===== src/rtl/rrs_pkg.sv =====
package rrs_pkg;

    typedef enum logic [2:0] {
        S_IDLE   = 3'd0,
        S_REQ    = 3'd1,
        S_WAIT   = 3'd2,
        S_RETIRE = 3'd3,
        S_NEXT   = 3'd4,
        S_FLIP   = 3'd5,
        S_DONE   = 3'd6
    } seq_state_e;

endpackage


===== src/rtl/rrs_col_addr.sv =====
// Builds the request address: column field replaced, partner-row bit optionally inverted.
module rrs_col_addr #(
    parameter int ADDR_W   = 32,
    parameter int COL_LSB  = 1,
    parameter int COL_W    = 5,
    parameter int FLIP_BIT = 23
) (
    input  logic [ADDR_W-1:0] base_i,
    input  logic [COL_W-1:0]  col_i,
    input  logic              partner_i,
    output logic [ADDR_W-1:0] addr_o
);
    localparam int COL_MSB = COL_LSB + COL_W - 1;

    for (genvar b = 0; b < ADDR_W; b++) begin : g_bit
        if (b >= COL_LSB && b <= COL_MSB) begin : g_col
            assign addr_o[b] = col_i[b - COL_LSB];
        end else if (b == FLIP_BIT) begin : g_flip
            assign addr_o[b] = base_i[b] ^ partner_i;
        end else begin : g_keep
            assign addr_o[b] = base_i[b];
        end
    end

endmodule


===== src/rtl/rrs_page_filter.sv =====
// Decides whether a translated page is to be retired and extracts its frame number.
module rrs_page_filter #(
    parameter int SYS_W      = 48,
    parameter int PAGE_SHIFT = 12,
    localparam int PFN_W     = SYS_W - PAGE_SHIFT
) (
    input  logic             fail_i,
    input  logic             online_i,
    input  logic             poisoned_i,
    input  logic [SYS_W-1:0] sys_addr_i,
    output logic             take_o,
    output logic [PFN_W-1:0] pfn_o
);
    logic unused_offset;

    assign take_o        = !fail_i && online_i && !poisoned_i;
    assign pfn_o         = sys_addr_i[SYS_W-1:PAGE_SHIFT];
    assign unused_offset = ^sys_addr_i[PAGE_SHIFT-1:0];

endmodule


===== src/rtl/row_retire_seq.sv =====
module row_retire_seq
    import rrs_pkg::*;
#(
    parameter int ADDR_W     = 32,
    parameter int COL_LSB    = 1,
    parameter int COL_W      = 5,
    parameter int FLIP_BIT   = 23,
    parameter int SYS_W      = 48,
    parameter int PAGE_SHIFT = 12,
    localparam int PFN_W     = SYS_W - PAGE_SHIFT
) (
    input  logic              clk_i,
    input  logic              rst_ni,
    input  logic              start_i,
    input  logic [ADDR_W-1:0] err_addr_i,
    output logic              req_valid_o,
    input  logic              req_ready_i,
    output logic [ADDR_W-1:0] req_addr_o,
    input  logic              rsp_valid_i,
    input  logic              rsp_fail_i,
    input  logic              rsp_online_i,
    input  logic              rsp_poisoned_i,
    input  logic [SYS_W-1:0]  rsp_sys_addr_i,
    output logic              ret_valid_o,
    input  logic              ret_ready_i,
    output logic [PFN_W-1:0]  ret_pfn_o,
    output logic              done_o
);

    typedef struct packed {
        seq_state_e        st;
        logic [ADDR_W-1:0] base;
        logic [COL_W-1:0]  col;
        logic              partner;
        logic [PFN_W-1:0]  pfn;
    } regs_t;

    regs_t            r_d, r_q;
    logic             take;
    logic [PFN_W-1:0] rsp_pfn;

    rrs_col_addr #(
        .ADDR_W  (ADDR_W),
        .COL_LSB (COL_LSB),
        .COL_W   (COL_W),
        .FLIP_BIT(FLIP_BIT)
    ) i_col_addr (
        .base_i   (r_q.base),
        .col_i    (r_q.col),
        .partner_i(r_q.partner),
        .addr_o   (req_addr_o)
    );

    rrs_page_filter #(
        .SYS_W     (SYS_W),
        .PAGE_SHIFT(PAGE_SHIFT)
    ) i_filter (
        .fail_i    (rsp_fail_i),
        .online_i  (rsp_online_i),
        .poisoned_i(rsp_poisoned_i),
        .sys_addr_i(rsp_sys_addr_i),
        .take_o    (take),
        .pfn_o     (rsp_pfn)
    );

    always_comb begin
        r_d = r_q;
        unique case (r_q.st)
            S_IDLE: begin
                if (start_i) begin
                    r_d.base    = err_addr_i;
                    r_d.col     = '0;
                    r_d.partner = 1'b0;
                    r_d.st      = S_REQ;
                end
            end
            S_REQ: begin
                if (req_ready_i) r_d.st = S_WAIT;
            end
            S_WAIT: begin
                if (rsp_valid_i) begin
                    if (take) begin
                        r_d.pfn = rsp_pfn;
                        r_d.st  = S_RETIRE;
                    end else begin
                        r_d.st  = S_NEXT;
                    end
                end
            end
            S_RETIRE: begin
                if (ret_ready_i) r_d.st = S_NEXT;
            end
            S_NEXT: begin
                if (&r_q.col) begin
                    r_d.st = r_q.partner ? S_DONE : S_FLIP;
                end else begin
                    r_d.col = r_q.col + 1'b1;
                    r_d.st  = S_REQ;
                end
            end
            S_FLIP: begin
                r_d.col     = '0;
                r_d.partner = 1'b1;
                r_d.st      = S_REQ;
            end
            S_DONE: begin
                r_d.st = S_IDLE;
            end
            default: r_d.st = S_IDLE;
        endcase
    end

    always_ff @(posedge clk_i or negedge rst_ni) begin
        if (!rst_ni) begin
            r_q.st      <= S_IDLE;
            r_q.base    <= '0;
            r_q.col     <= '0;
            r_q.partner <= 1'b0;
            r_q.pfn     <= '0;
        end else begin
            r_q <= r_d;
        end
    end

    assign req_valid_o = (r_q.st == S_REQ);
    assign ret_valid_o = (r_q.st == S_RETIRE);
    assign ret_pfn_o   = r_q.pfn;
    assign done_o      = (r_q.st == S_DONE);

    // request held until accepted
    a_r10_req_hold: assert property (@(posedge clk_i) disable iff (!rst_ni)
        req_valid_o && !req_ready_i |=> req_valid_o && $stable(req_addr_o));

    // retire command held until accepted
    a_r10_ret_hold: assert property (@(posedge clk_i) disable iff (!rst_ni)
        ret_valid_o && !ret_ready_i |=> ret_valid_o && $stable(ret_pfn_o));

    // failed translation never leads to a retire command
    a_r3_fail_skips: assert property (@(posedge clk_i) disable iff (!rst_ni)
        (r_q.st == S_WAIT) && rsp_valid_i && rsp_fail_i |=> !ret_valid_o);

    // poisoned page never leads to a retire command
    a_r5_poison_skips: assert property (@(posedge clk_i) disable iff (!rst_ni)
        (r_q.st == S_WAIT) && rsp_valid_i && rsp_poisoned_i |=> !ret_valid_o);

    // the partner sweep inverts the chosen row bit
    a_r7_partner_flip: assert property (@(posedge clk_i) disable iff (!rst_ni)
        (r_q.st == S_FLIP) |=> req_addr_o[FLIP_BIT] != $past(req_addr_o[FLIP_BIT]));

    // done lasts one cycle
    a_r8_done_pulse: assert property (@(posedge clk_i) disable iff (!rst_ni)
        done_o |=> !done_o);

    // a start seen together with done is dropped
    a_r9_start_at_done: assert property (@(posedge clk_i) disable iff (!rst_ni)
        done_o && start_i |=> !req_valid_o);

endmodule


===== config.mk =====
export PLATFORM = sky130hd
export DESIGN_NAME = row_retire_seq
export DESIGN_NICKNAME = d
export VERILOG_FILES = /design/src/rtl/rrs_pkg.sv /design/src/rtl/rrs_col_addr.sv /design/src/rtl/rrs_page_filter.sv /design/src/rtl/row_retire_seq.sv
export SDC_FILE = /design/constraint.sdc
export NUM_CORES = 1
export LEC_CHECK = 0
export BUFFER_PORTS_ARGS = -buffer_cell sky130_fd_sc_hd__buf_2
export CAP_MARGIN = 20
export CORE_ASPECT_RATIO = 0.9
export CORE_MARGIN = 2
export CORE_UTILIZATION = 51
export DETAILED_ROUTE_END_ITERATION = 8
export GPL_TIMING_DRIVEN = 0
export MAX_ROUTING_LAYER = met4
export PLACE_DENSITY = 0.95
export SYNTH_ARGS = -nofsm -noshare
export SYNTH_HDL_FRONTEND = slang
export SYNTH_SLANG_ARGS = --single-unit
export TNS_END_PERCENT = 30

===== constraint.sdc =====
create_clock -name clk_i -period 3.6 [get_ports clk_i]
set_input_delay 0.54 -clock clk_i [delete_from_list [all_inputs] [get_ports clk_i]]
set_output_delay 0.54 -clock clk_i [all_outputs]
set_load 0.05 [all_outputs]

==> flow_summary.ini <==
[clock_network]
clock_sinks = 72
clk_latency_ns = 0.33
cts.repair.resized = 0
hold_buffers = 0
clockBufferDepth = 2
clk_pin_slew_worst_paths_ns = 0.07
cts_made_buffers = 9
cts_max_level = 3
tritoncts = yes
root_buffer = clkbuf_8
post_cts_buffers = 0

[placement]
gp_congestion = 0.839
hpwl_mm = 5.27
port_buffers = 142

[power_and_ir_drop]
combPwrFrac_pct = 54.6
sw_frac_of_total_pct = 44.2
clkPwrFrac_pct = 17.0
power.net_switching_mw = 2.05
leakagePower_nw = 2.59
p_seq_share_pct = 28.3
peakVddDrop_mv = 0.460
powerDensity_mw_per_mm2 = 997
p_int_mw = 2.58
power_mw = 4.63

[synth]
synth_top_family_by_area = multiplexers
seq_area_frac_synth_pct = 50.5
muxShareOfSynthArea_pct = 24.3
synth_compound_area_share_pct = 2.88
synth_cell_type_count = 38
yosys_warnings = 0
synthesis.area_sq_mm = 0.00356
synth_area_per_cell_sq_um = 13.4
synth_xor_area_share_pct = 0.246
synthSimpleGateAreaFrac_pct = 5.37
synth_fa_ha_area_share_pct = 0.702
synth_cells = 266
ys_seq_elements = 72
syn_nets = 357

[drt]
drtIter0Drc = 58
routedWlPerCell_um = 13.7
num_vias = 2435
remaining_drc_errors = 0
ant_nets = 0
firstDrtPassIters = 6
viasPerCell = 4.74
routed_wl_mm = 7.06

[global_route]
overflow = 0
grt_antenna_before_repair = 0
grt_pass1_wl_mm = 11.5
grt_pass1_vias = 2529
grt_max_degree = 73
grt_util_all_layers_pct = 19.5

[timing]
setup_viol = 0
slew-limit-headroom_pct = 40.9
setup_tns_ns = 0
worst_pin_slew_ns = 0.887
layout_min_cycle_time_ns = 2.23
fin_skew_ns = 0.00511
clock.fmax_mhz = 449
hold_viol_final = 0
finalCritPeriodShare_pct = 61.8
slew_viol_final = 0
rsz0062_at_grt = false

[setup_path]
path_class = reg -> out
cp.required_ns = 3.06
critPathCaptureType = output port
cp_max_fo = 10
worstPathArrival_ns = 1.69
start_kind = register

[die]
dieArea_sq_mm = 0.00768
die_width_um = 92.1
die_y_um = 83.3
core_area_sq_mm = 0.00666
io_pins = 160
rows = 28
start_util_pct = 53.6

[layout]
drive_above_1_share_pct = 70.0
antenna_cells = 0
layout_commonest_cell = buf_2
final_nets = 510
syn2layout_area_growth_pct = 30.3
final_cell_mix = buf_2, dfrtp_1, buf_4

[run]
cap_violations = 0

[run_status]
status = completed

[hold_path]
min-delay-path-class = in -> async
[state kept, by name, summed over array words and instances (netlist names)]
signal     count
ret_pfn_o     36
r_q           36
[cells in the mapped netlist (all sizes together)]
cell type | count | share of area (%)
and3b | 1 | 0.25
a211oi | 1 | 0.21
inv | 3 | 0.32
clkbuf | 5 | 0.53
nor2b | 1 | 0.18
o311ai | 1 | 0.25
buf | 71 | 15
nor3 | 3 | 0.74
nor2 | 4 | 0.42
nand2 | 4 | 0.63
a21boi | 1 | 0.21
or4 | 1 | 0.21
nor3b | 1 | 0.21
or2 | 1 | 0.18
o21ai | 1 | 0.14
mux2 | 65 | 24
a22o | 2 | 0.49
o22ai | 1 | 0.18
or3 | 1 | 0.18
nand4b | 1 | 0.25
nand2b | 2 | 0.35
nor4 | 2 | 0.35
or4b | 1 | 0.39
ha | 2 | 0.70
and2 | 2 | 0.35
and3 | 1 | 0.18
nand3 | 2 | 0.28
mux2i | 2 | 0.56
o31ai | 2 | 0.42
xor2 | 1 | 0.25
nor4b | 1 | 0.25
a21oi | 7 | 0.98
dfrtp | 72 | 51
[layer usage]
layer  up-vias  track usage (%)  share of wire, %
met4         0             6.92              0.72
met5         -                -                 0
met2       126             32.8                50
li1       1154                -                 -
met1      1150             23.2                42
met3         5             4.08               7.2
[worst paths after layout]
path | from | cells after the start | slack [ns] | endpoint
setup reg to reg | r_q[75] | 3 | 1.58 | r_q[52]
min in group clk_i | rsp_sys_addr_i[33] | 2 | 0.44 | ret_pfn_o[21]
setup / recovery | r_q[76] | 4 | 1.37 | done_o
hold / removal | rst_ni | 1 | 0.32 | r_q[64]
max in group asynchronous | rst_ni | 1 | 2.69 | ret_pfn_o[30]
hold reg to reg | r_q[53] | 1 | 0.51 | r_q[53]
[stage by stage]
step                      cell area (sq um)  utilization (%)  setup slack, ns  hold WS, ns  cells
after detailed placement               4390             66.0             1.41        0.496    498
final                                  4640             69.8             1.37        0.325    514
after global placement                 4390             65.9             1.42        0.489    498
after CTS                              4640             69.8             1.38        0.366    514
after floorplan                        3560                -             1.23        0.244    266
after global routing                   4640             69.8             1.24        0.401    514
[area by class of cell]
| class | count | area (sq um) |
|---|---|---|
| buffer | 76 | 559 |
| clock buffer | 11 | 151 |
| clock inverter | 5 | 103 |
| fill | 510 | 2010 |
| inverter | 3 | 11.3 |
| multi-input combinational | 115 | 1190 |
| sequential | 72 | 1800 |
| tap | 90 | 113 |
| timing repair buffer | 142 | 713 |
[critical path, stage by stage, from the launching register on]
cell and delay [ns]:
dfrtp_1 0.43, clkbuf_1 0.33, inv_1 0.17, nor3_1 0.14, buf_2 0.28
[logic make-up (layout without fill, tap and decap cells)]
kind of cell / count (synthesis) / after routing
adders and majority gates: 2 / 2
xor gates and xnor gates: 1 / 1
and+or+nand+nor: 29 / 29
buffers and inverters: 79 / 237
AOI/OAI and AO/OA: 16 / 16
muxes: 67 / 67
DFF: 72 / 72
[power groups by stage]
stage                     Clock (mW)  Sequential, mW  Combinational, mW
after detailed placement           0            1.32               2.55
after CTS                      0.812            1.31               2.55
after floorplan                    0            1.26               2.13
final                          0.789            1.31               2.53
after global routing           0.843            1.36               2.65
after global placement             0            1.30               2.49
(Power assumes the default switching activity.)
